--- src/rtl/pwm_dbuf_pkg.sv ---
package pwm_dbuf_pkg;

    typedef enum logic [1:0] {
        SEL_CTRL = 2'd0,
        SEL_PER  = 2'd1,
        SEL_DUTY = 2'd2,
        SEL_CNT  = 2'd3
    } reg_sel_e;

    typedef struct packed {
        logic center;
        logic run;
    } chan_cfg_t;

    // Output level for a running channel: R8/R9 rules.
    function automatic logic wave_level(input logic [15:0] cnt,
                                        input logic [15:0] per,
                                        input logic [15:0] duty);
        return (per == '0) || (duty >= per) || (cnt < duty);
    endfunction

endpackage

--- src/rtl/pwm_dbuf_regs.sv ---
module pwm_dbuf_regs
    import pwm_dbuf_pkg::*;
#(
    parameter int W = 8
) (
    input  logic         clk,
    input  logic         rst,
    input  logic         wr_en,
    input  reg_sel_e     sel,
    input  logic [W-1:0] wr_data,
    input  logic         load,
    output chan_cfg_t    cfg,
    output logic [W-1:0] shd_per,
    output logic [W-1:0] shd_duty,
    output logic [W-1:0] act_per,
    output logic [W-1:0] act_duty
);
    logic [W-1:0] per_nxt, duty_nxt;

    always_comb begin
        per_nxt  = shd_per;
        duty_nxt = shd_duty;
        if (wr_en && sel == SEL_PER)  per_nxt  = wr_data;
        if (wr_en && sel == SEL_DUTY) duty_nxt = wr_data;
    end

    always_ff @(posedge clk) begin
        if (rst) begin
            cfg      <= '0;
            shd_per  <= '0;
            shd_duty <= '0;
            act_per  <= '0;
            act_duty <= '0;
        end else begin
            shd_per  <= per_nxt;
            shd_duty <= duty_nxt;
            if (wr_en && sel == SEL_CTRL) begin
                cfg.run    <= wr_data[0];
                cfg.center <= wr_data[1];
            end
            if (load) begin
                act_per  <= per_nxt;
                act_duty <= duty_nxt;
            end
        end
    end
endmodule

--- src/rtl/pwm_dbuf_counter.sv ---
module pwm_dbuf_counter #(
    parameter int W = 8
) (
    input  logic         clk,
    input  logic         rst,
    input  logic         run,
    input  logic         center,
    input  logic         tick,
    input  logic         clear,
    input  logic [W-1:0] per,
    output logic [W-1:0] cnt,
    output logic         wrap
);
    localparam logic [W-1:0] ONE = W'(1);

    logic         down;
    logic [W:0]   cnt_inc;
    logic         step;
    logic         at_top;

    assign cnt_inc = {1'b0, cnt} + {{W{1'b0}}, 1'b1};
    assign step    = run && tick && (per != '0);
    assign at_top  = cnt_inc >= {1'b0, per};

    always_comb begin
        if (!step)       wrap = 1'b0;
        else if (center) wrap = down && (cnt <= ONE);
        else             wrap = at_top;
    end

    always_ff @(posedge clk) begin
        if (rst || clear || !run) begin
            cnt  <= '0;
            down <= 1'b0;
        end else if (step) begin
            if (!center) begin
                down <= 1'b0;
                cnt  <= at_top ? '0 : cnt_inc[W-1:0];
            end else if (!down) begin
                if (at_top) begin
                    cnt  <= per;
                    down <= 1'b1;
                end else begin
                    cnt <= cnt_inc[W-1:0];
                end
            end else if (cnt <= ONE) begin
                cnt  <= '0;
                down <= 1'b0;
            end else begin
                cnt <= cnt - ONE;
            end
        end
    end
endmodule

--- src/rtl/pwm_dbuf_chan.sv ---
module pwm_dbuf_chan
    import pwm_dbuf_pkg::*;
#(
    parameter int W = 8
) (
    input  logic         clk,
    input  logic         rst,
    input  logic         tick,
    input  logic         wr_en,
    input  logic [1:0]   addr,
    input  logic [W-1:0] wr_data,
    output logic [W-1:0] rd_data,
    output logic         pwm_out
);
    reg_sel_e     sel;
    chan_cfg_t    cfg;
    logic [W-1:0] shd_per, shd_duty, act_per, act_duty, cnt;
    logic         clear, wrap, load;

    assign sel   = reg_sel_e'(addr);
    assign clear = wr_en && (sel == SEL_CNT);
    assign load  = clear || !cfg.run || wrap;

    pwm_dbuf_regs #(.W(W)) u_regs (
        .clk(clk), .rst(rst), .wr_en(wr_en), .sel(sel), .wr_data(wr_data),
        .load(load), .cfg(cfg), .shd_per(shd_per), .shd_duty(shd_duty),
        .act_per(act_per), .act_duty(act_duty)
    );

    pwm_dbuf_counter #(.W(W)) u_cnt (
        .clk(clk), .rst(rst), .run(cfg.run), .center(cfg.center),
        .tick(tick), .clear(clear), .per(act_per), .cnt(cnt), .wrap(wrap)
    );

    always_comb begin
        pwm_out = cfg.run && wave_level(16'(cnt), 16'(act_per), 16'(act_duty));
    end

    always_comb begin
        unique case (sel)
            SEL_CTRL: rd_data = {{(W-2){1'b0}}, cfg.center, cfg.run};
            SEL_PER:  rd_data = shd_per;
            SEL_DUTY: rd_data = shd_duty;
            default:  rd_data = cnt;
        endcase
    end
endmodule

--- config.mk ---
export PLATFORM = sky130hd
export DESIGN_NAME = pwm_dbuf_chan
export DESIGN_NICKNAME = d
export VERILOG_FILES = /design/src/rtl/pwm_dbuf_pkg.sv /design/src/rtl/pwm_dbuf_regs.sv /design/src/rtl/pwm_dbuf_counter.sv /design/src/rtl/pwm_dbuf_chan.sv
export SDC_FILE = /design/constraint.sdc
export NUM_CORES = 1
export LEC_CHECK = 0
export ABC_AREA = 1
export BUFFER_PORTS_ARGS = -buffer_cell sky130_fd_sc_hd__buf_2
export CAP_MARGIN = 20
export CORE_MARGIN = 10
export CORE_UTILIZATION = 47
export DETAILED_ROUTE_END_ITERATION = 10
export GPL_TIMING_DRIVEN = 0
export PLACE_DENSITY_LB_ADDON = 0.3
export SYNTH_ARGS = -nofsm -noshare
export SYNTH_HDL_FRONTEND = slang
export SYNTH_SLANG_ARGS = --single-unit
--- constraint.sdc ---
create_clock -name clk -period 2.6 [get_ports clk]
set_input_delay 0.13 -clock clk [delete_from_list [all_inputs] [get_ports clk]]
set_output_delay 0.13 -clock clk [all_outputs]
set_load 0.1 [all_outputs]
==> results.toml, run 1 <==
[routing]
drt-total-wl_microns = 8300
first_pass_iters = 4
ant_nets = 0
drc_errors = 0
viasPerCell = 5.16
wl_per_cell_microns = 14.5
vias = 2952
drt_iter0_drc = 210

[place]
dp_slack_ps = -194
gp_congestion = 0.881
placed_cell_area_sq_mm = 0.00316
dpl.hpwl_microns = 6360
port_buffers = 21

[cts]
cts_max_path_buffers = 2
clkLatencyLatePin_ps = 310
root_buffer = "clkbuf_8"
htree_num_levels = 2
cts.sinks = 43
clk_pin_slew_ps = 90
cts_tree = "yes"
cts_buffers = 5

[synthesis]
synth_area_per_cell_sq_um = 6.35
syn_nets = 506
synth_top_area_share_pct = 29.1
seq_area_frac_synth_pct = 29.1
synth_area_sq_mm = 0.00296
synthCells = 466
yosysUniqueCellTypes = 27
synth_seq_cells = 43
synth.largest_area_cell = "dfxtp_1"
yosys-top-cells-area = "dfxtp_1, nand2_1, ha_1"
yosys_warnings = 0

[setup_path]
critPathRequiredTime_ps = 2810
startpoint_type = "flip-flop"
criticalPathCategory = "flip-flop to flip-flop"
end_kind = "flip-flop"
arrival_ps = 2620
path_max_fanout = 10

[floorplan]
die_w_microns = 99.4
core_area_sq_mm = 0.00603
row_count = 28
pin_count = 23
die_area_sq_mm = 0.00987
start_util_pct = 49.1
die_y_microns = 99.4

[timing]
tightest_slew_ps = 537
maxSlewViolCount = 0
fin_ws_ps = 181
timing.hold.ws_ps = 99.0
clock_skew_ps = 4.49
tns_ps = 0
final-setup-viol-count = 0
slew_headroom_pct = 64.2
fin_crit_sh_pct = 93.0
fmax_mhz = 413
period_needed_ps = 2420
hold_viol = 0

[power_and_ir_drop]
sequentialPowerShare_pct = 42.9
p_leak_nw = 1.66
intPower_w = 0.00112
p_clk_share_pct = 34.8
cellPowerDensity_mw_per_mm2 = 483
power.share.switching_pct = 32.1
net-switching-power_w = 0.000529
ir_drop_mv = 0.273
p_comb_share_pct = 22.3

[layout]
final_util_pct = 56.5
final_common_cell = "nand2_1"
fin_nets = 536
layout-drive-gt1-share_pct = 13.9
fillers = 595
syn_to_final_growth_pct = 15.1
layout_common_cells = "nand2_1, inv_1, nor2_1, nand3_1, dfxtp_1"
postLayoutCellArea_sq_mm = 0.00341
diodes = 0

[global_routing]
antenna_found_initial = 0
grt-ovfl-total = 0
grt_max_degree = 15
grt_pass1_vias = 2827
grt_usage_pct = 17.1
grt_pass1_wl_microns = 13800

[run_status]
status = "finished clean"

[min_path]
min_path_type = "input pin to flip-flop"

[run]
drv_cap = 0
-- routing by layer --
| layer | vias up | GRT usage (%) | part of all wire (%) |
|---|---|---|---|
| met3 | 10 | 3.94 | 4.9 |
| li1 | 1537 | - | - |
| met1 | 1339 | 21.0 | 46 |
| met2 | 66 | 29.3 | 48 |
| met5 | - | 0 | 0 |
| met4 | 0 | 4.41 | 1.3 |
-- cell usage after synthesis, drive strengths merged --
cell and n:
nor2 49, a21boi 1, nand4 5, a21oi 40, clkbuf 4, dfxtp 43
o2111ai 3, nand2 117, ha 26, a31oi 1, nor3 1, o31ai 1
inv 81, buf 9, xor2 7, o211ai 6, clkinv 2, nand3 40
o21ai 30
-- power groups by stage --
stage               clock, W  combinational, W  sequential (W)
CTS                 0.000580          0.000355        0.000707
finish              0.000573          0.000368        0.000706
detailed placement         0          0.000353        0.000723
global route        0.000607          0.000414        0.000709
floorplan                  0          0.000260        0.000719
global placement           0          0.000346        0.000722
-- through the flow --
step	power [W]	std cells
final	0.00165	572
after global routing	0.00173	572
after CTS	0.00164	570
after detailed placement	0.00108	562
after global placement	0.00107	562
after floorplan	0.000979	466
-- registers in the layout, indices dropped and copies added, names as in the netlist --
register         count
u_cnt.cnt            8
u_regs.act_duty      8
u_regs.act_per       8
u_regs.shd_duty      8
u_regs.shd_per       8
u_regs.cfg           2
u_cnt.down           1
-- logic make-up after synthesis --
logic type | count (synthesis) | synth area share, %
buf+inv | 96 | 12.9
flops | 43 | 29.1
simple gates | 212 | 29.9
compound gates | 82 | 15.1
fa+ha+maj | 26 | 11.0
xor+xnor | 7 | 2.07
-- critical path, cell delays in order (launching register included) --
cell and delay (ps):
dfxtp_4 410, ha_4 160, nand3_2 110, xor2_2 170
ha_1 320, nand2_2 60, nor2_1 90, nand2_1 50
nand3_1 70, nand2_1 50, nand2_1 60, nand2_1 60
nand2_2 100, nand2_1 70, nand2_2 70, nand2_4 80
buf_6 160, a21oi_1 150, nor2_1 60
-- area by class of cell --
cell class | count | area (sq um) | area share, %
Buffer | 13 | 103 | 3.01
Clock buffer | 6 | 82.6 | 2.42
Clock inverter | 2 | 38.8 | 1.14
Inverter | 83 | 314 | 9.22
Multi-Input combinational cell | 327 | 1780 | 52.3
Sequential cell | 43 | 872 | 25.6
Tap cell | 75 | 93.8 | 2.75
Timing Repair Buffer | 23 | 120 | 3.53
-- worst paths after layout --
check          startpoint                  to  slack [ps]  cells after the start
min            wr_data[7]   u_regs.shd_per[7]         100                      3
min reg2reg    u_cnt.down          u_cnt.down         530                      2
max reg2reg  u_cnt.cnt[0]  u_regs.act_duty[4]         180                     18
max          u_cnt.cnt[0]  u_regs.act_duty[4]         180                     18
-- timing repair --
action,in CTS,in global routing
setup endpoints to repair,25,25
pin swaps,0,3
resized for setup,7,31
setup buffers,0,2
hold buffers,0,0
(Power assumes the default switching activity.)
==> run 2: changes to the inputs <==
--- a/config.mk
+++ b/config.mk
@@ -9,7 +9,7 @@
 export BUFFER_PORTS_ARGS = -buffer_cell sky130_fd_sc_hd__buf_2
 export CAP_MARGIN = 20
 export CORE_MARGIN = 10
-export CORE_UTILIZATION = 47
+export CORE_UTILIZATION = 39
 export DETAILED_ROUTE_END_ITERATION = 10
 export GPL_TIMING_DRIVEN = 0
 export PLACE_DENSITY_LB_ADDON = 0.3
==> run 2 against run 1 <==
Combinational power shrank 4%. Utilization is 10 points lower. Fmax decreased by 1.9%. Clock power down 3.8%. Wire length is 4.1% lower. Sequential power hardly changed. Worst hold slack improved by 2.1 ps. Largest power group unchanged.
==> results.toml, run 2 (synthesized netlist as in run 1, its figures left out) <==
[floorplan]
core_area_sq_mm = 0.00733
row_count = 31
die_y_microns = 107
die_area_sq_mm = 0.0115
pin_count = 23
die_w_microns = 107
start_util_pct = 40.4

[routing]
viasPerCell = 4.97
wl_per_cell_microns = 13.4
drt-total-wl_microns = 7960
drt_iter0_drc = 155
vias = 2962
ant_nets = 0
drc_errors = 0
first_pass_iters = 4

[timing]
rsz0062_at_grt = "yes"
tns_ps = 0
fmax_mhz = 406
tightest_slew_ps = 579
clock_skew_ps = 9.55
maxSlewViolCount = 0
slew_headroom_pct = 61.4
fin_crit_sh_pct = 94.8
period_needed_ps = 2470
hold_viol = 0
final-setup-viol-count = 0

[layout]
diodes = 0
finalNonFillerCells = 596
final_util_pct = 46.1
seqCellArea_sq_um = 872
fin_nets = 536
fillers = 775
final_common_cell = "nand2_1"
syn_to_final_growth_pct = 14.2
layout-drive-gt1-share_pct = 13.1
multiInputGateArea_sq_mm = 0.00175
layout_common_cells = "nand2_1, inv_1, nor2_1, nand3_1, dfxtp_1"

[power_and_ir_drop]
ir_drop_mv = 0.378
p_leak_nw = 1.63
cellPowerDensity_mw_per_mm2 = 477

[place]
dpl.hpwl_microns = 6370
port_buffers = 21
dp.cells = 586
gp_congestion = 0.845

[run]
drv_cap = 0

[cts]
root_buffer = "clkbuf_8"
cts_buffers = 5
cts.sinks = 43
htree_num_levels = 2
cts_tree = "yes"
ctsHoldBuffers = 0
clkLatencyLatePin_ps = 310
clk_pin_slew_ps = 90
cts_max_path_buffers = 2

[min_path]
min_path_type = "input pin to flip-flop"

[setup_path]
end_kind = "flip-flop"
criticalPathCategory = "flip-flop to flip-flop"
path_max_fanout = 10
startpoint_type = "flip-flop"
arrival_ps = 2670
r2r_slack_ps = 130
critPathRequiredTime_ps = 2810

[global_routing]
antenna_found_initial = 0
grt_usage_pct = 14.1
grt_pass1_vias = 2789
grt_pass1_wl_microns = 13300
grt-ovfl-total = 0
grt_max_degree = 16

[run_status]
status = "finished clean"
run 2: per-layer routing:
| metal | GRT usage, % | vias to the layer above | part of all wire, % |
|---|---|---|---|
| met2 | 24.2 | 42 | 48 |
| met3 | 2.28 | 4 | 5.0 |
| met5 | 0 | - | 0 |
| met4 | 3.97 | 0 | 0.67 |
| li1 | - | 1543 | - |
| met1 | 17.7 | 1373 | 46 |
run 2: power by group:
group / switching, W / leakage, nW / internal (W)
clock: 0.000262 / 0.0548 / 0.000290
sequential: 0.0000170 / 0.354 / 0.000689
combinational: 0.000246 / 1.22 / 0.000109
run 2: worst max-delay path, stage by stage, from the launching register on:
cell and delay, ps:
dfxtp_4 400, ha_2 200, nand3_2 100, xor2_1 170, ha_1 310, nand2_1 70
nor2_1 100, nand2_1 60, nand3_1 70, nand2_1 50, nand2_1 50, nand2_1 50
nand2_2 90, nand2_1 60, nand2_1 70, nand2_2 100, buf_4 200, a21oi_2 150
nor2_1 70
run 2: layout make-up:
type	count	share of cell area [%]
multi-input combinational	327	51.8
sequential	43	25.8
inverter	83	9.26
tap	99	3.67
timing repair buffer	23	3.55
buffer	13	2.48
clock buffer	5	2.04
clock inverter	3	1.37
run 2: repair_timing:
item	CTS	global route
hold endpoints to repair	0	0
setup buffers	0	2
endpoints found under the setup margin	25	24
gates resized for setup	6	19
run 2: path summary, 6_finish.rpt:
path	cells past startpoint	startpoint	endpoint
worst max-delay path	18	u_cnt.cnt[0]	u_regs.act_duty[5]
worst min-delay path	3	wr_data[6]	u_regs.shd_per[6]
worst max register to register	18	u_cnt.cnt[0]	u_regs.act_duty[5]
worst min register to register	2	u_cnt.down	u_cnt.down
run 2: metrics by stage:
step	cell area [sq um]	hold WS [ps]	power [W]	setup WS [ps]
floorplan	2960	293	0.000979	96.1
global placement	3190	414	0.00106	-121
detailed placement	3190	423	0.00107	-173
CTS	3310	100	0.00162	8.26
global route	3380	111	0.00169	-27.2
finish	3380	101	0.00161	134
==> run 3: changes to the inputs <==
--- a/config.mk
+++ b/config.mk
@@ -13,6 +13,7 @@
 export DETAILED_ROUTE_END_ITERATION = 10
 export GPL_TIMING_DRIVEN = 0
 export PLACE_DENSITY_LB_ADDON = 0.3
+export REMOVE_ABC_BUFFERS = 1
 export SYNTH_ARGS = -nofsm -noshare
 export SYNTH_HDL_FRONTEND = slang
 export SYNTH_SLANG_ARGS = --single-unit
==> run 3 against run 2 <==
Die area unchanged. Fmax up 3.2%. Sequential share of layout area down 0.051 points. Global-route usage down 0.73 points. Via count down 1.1%. Largest cell class unchanged. Wire length down 0.50%. Setup slack better by 78 ps. Critical path type unchanged. Final cell count down 1.8%. Clock-buffer cell count unchanged. Total power up 1.1%. Clock power down 2%. First-iteration DRC count up 14%.
==> results.toml, run 3 (synthesized netlist as in run 1, its figures left out) <==
[layout]
fillers = 758
syn_to_final_growth_pct = 14.9
fin_nets = 525
layout_common_cells = "nand2_1, inv_1, nor2_1, nand3_1, dfxtp_1"
diodes = 0
final_common_cell = "nand2_1"
multiInputGateArea_sq_mm = 0.00187
finalNonFillerCells = 585
layout-drive-gt1-share_pct = 13.4
seqCellArea_sq_um = 876

[power_and_ir_drop]
cellPowerDensity_mw_per_mm2 = 480
ir_drop_mv = 0.273
p_leak_nw = 1.61

[min_path]
hp-start = "wr_data[6]"
min_path_type = "input pin to flip-flop"
hold_path_depth = 3

[place]
dp.cells = 574
port_buffers = 22
dpl.hpwl_microns = 5620
dp_slack_ps = -313
gp_congestion = 0.891

[floorplan]
pin_count = 23
die_y_microns = 107
start_util_pct = 40.4
die_w_microns = 107
core_area_sq_mm = 0.00733
die_area_sq_mm = 0.0115
row_count = 31

[run]
drv_cap = 0

[timing]
timing.hold.ws_ps = 94.2
maxSlewViolCount = 0
clock_skew_ps = 10.5
tightest_slew_ps = 1050
fin_crit_sh_pct = 91.9
fmax_mhz = 419
final-setup-viol-count = 0
fin_ws_ps = 211
hold_viol = 0
period_needed_ps = 2390
slew_headroom_pct = 29.6

[global_routing]
grt.busiest_layer = "met2"
grt_use_met1_pct = 17.9
grt_max_degree = 34
gr-usage-met2_pct = 20.5
antenna_found_initial = 0
grt_pass1_wl_microns = 12800
grt_usage_pct = 13.4
grt-ovfl-total = 0
grt_use_met3_pct = 2.75
grt_pass1_vias = 2767

[cts]
htree_num_levels = 2
clkLatencyLatePin_ps = 310
root_buffer = "clkbuf_8"
cts_tree = "yes"
cts_max_path_buffers = 2
ctsHoldBuffers = 0
cts_buffers = 5
clk_pin_slew_ps = 90
cts.sinks = 43
postCtsSetupRepairBufs = 0

[setup_path]
critPathMaxStageDelay_ps = 410
r2r_start = "u_cnt.cnt[0]"
reg2regPathDepth = 17
startpoint_type = "flip-flop"
cp_slowest_cell = "dfxtp_4"
critPathMostFrequentCell = "nand2_1"
criticalPathCategory = "flip-flop to flip-flop"
path_max_fanout = 8
end_kind = "flip-flop"
critPathRequiredTime_ps = 2800
path_cells = "ha_4, nand3_2, xor2_1, ha_1, nand2_1, nor2_1, nand2_1, nand3_1, nand2_1, nand2_1, nand2_1, nand2_2, nand2_4, nand2_8, nand2_8, a21oi_1, nor2_1"
startpoint = "u_cnt.cnt[0]"
arrival_ps = 2590

[routing]
drc_errors = 0
vias = 2929
ant_nets = 0
viasPerCell = 5.01
wl_per_cell_microns = 13.5
drt-total-wl_microns = 7920
drt_iter0_drc = 177
first_pass_iters = 5

[run_status]
status = "finished clean"
## run 3: worst paths after layout
check,end,slack (ps)
setup / recovery,u_regs.act_duty[3],210
hold / removal,u_regs.shd_duty[6],90
setup reg to reg,u_regs.act_duty[3],210
hold reg to reg,u_cnt.down,530
## run 3: worst max-delay path: cells and delay by family (launching register included)
| family | cells | cell delay, ps |
|---|---|---|
| DFF | 1 | 410 |
| AOI/OAI and AO/OA | 1 | 180 |
| xor gates and xnor gates | 1 | 180 |
| adders and majority gates | 2 | 460 |
| and+or+nand+nor | 13 | 1060 |
## run 3: report_power, final
part | switching, W | internal [W]
logic | 0.000269 | 0.000115
registers | 0.0000169 | 0.000688
clock network | 0.000256 | 0.000286
## run 3: metrics by stage
step                TNS, ps  instance area (sq um)  power [W]  utilization [%]
finish                    0                   3400    0.00163             46.4
global route          -6.27                   3400    0.00171             46.4
CTS                       0                   3260    0.00161             44.4
detailed placement    -4260                   3120    0.00106             42.6
global placement      -3840                   3120    0.00106             42.6
floorplan                 0                   2890   0.000971                -
## run 3: cell type report
class,instances,area share (%)
well taps,99,3.64
clock inverters,3,1.29
clock buffers,5,2.02
flip-flops and latches,43,25.8
inverters,83,9.20
repair buffers,22,3.24
multi-input cells,330,54.9
## run 3: repair_timing
item	CTS	global route
cloned	0	3
pin swaps	0	5
resized for setup	6	28
setup endpoints to repair	24	25
## run 3: routing by layer
| layer | vias to the layer above | wire (microns) | share of wire, % |
|---|---|---|---|
| met5 | - | 0 | 0 |
| met4 | 0 | 180 | 2.3 |
| met3 | 17 | 341 | 4.3 |
| met2 | 67 | 3450 | 44 |
| met1 | 1315 | 3950 | 50 |
| li1 | 1530 | - | - |
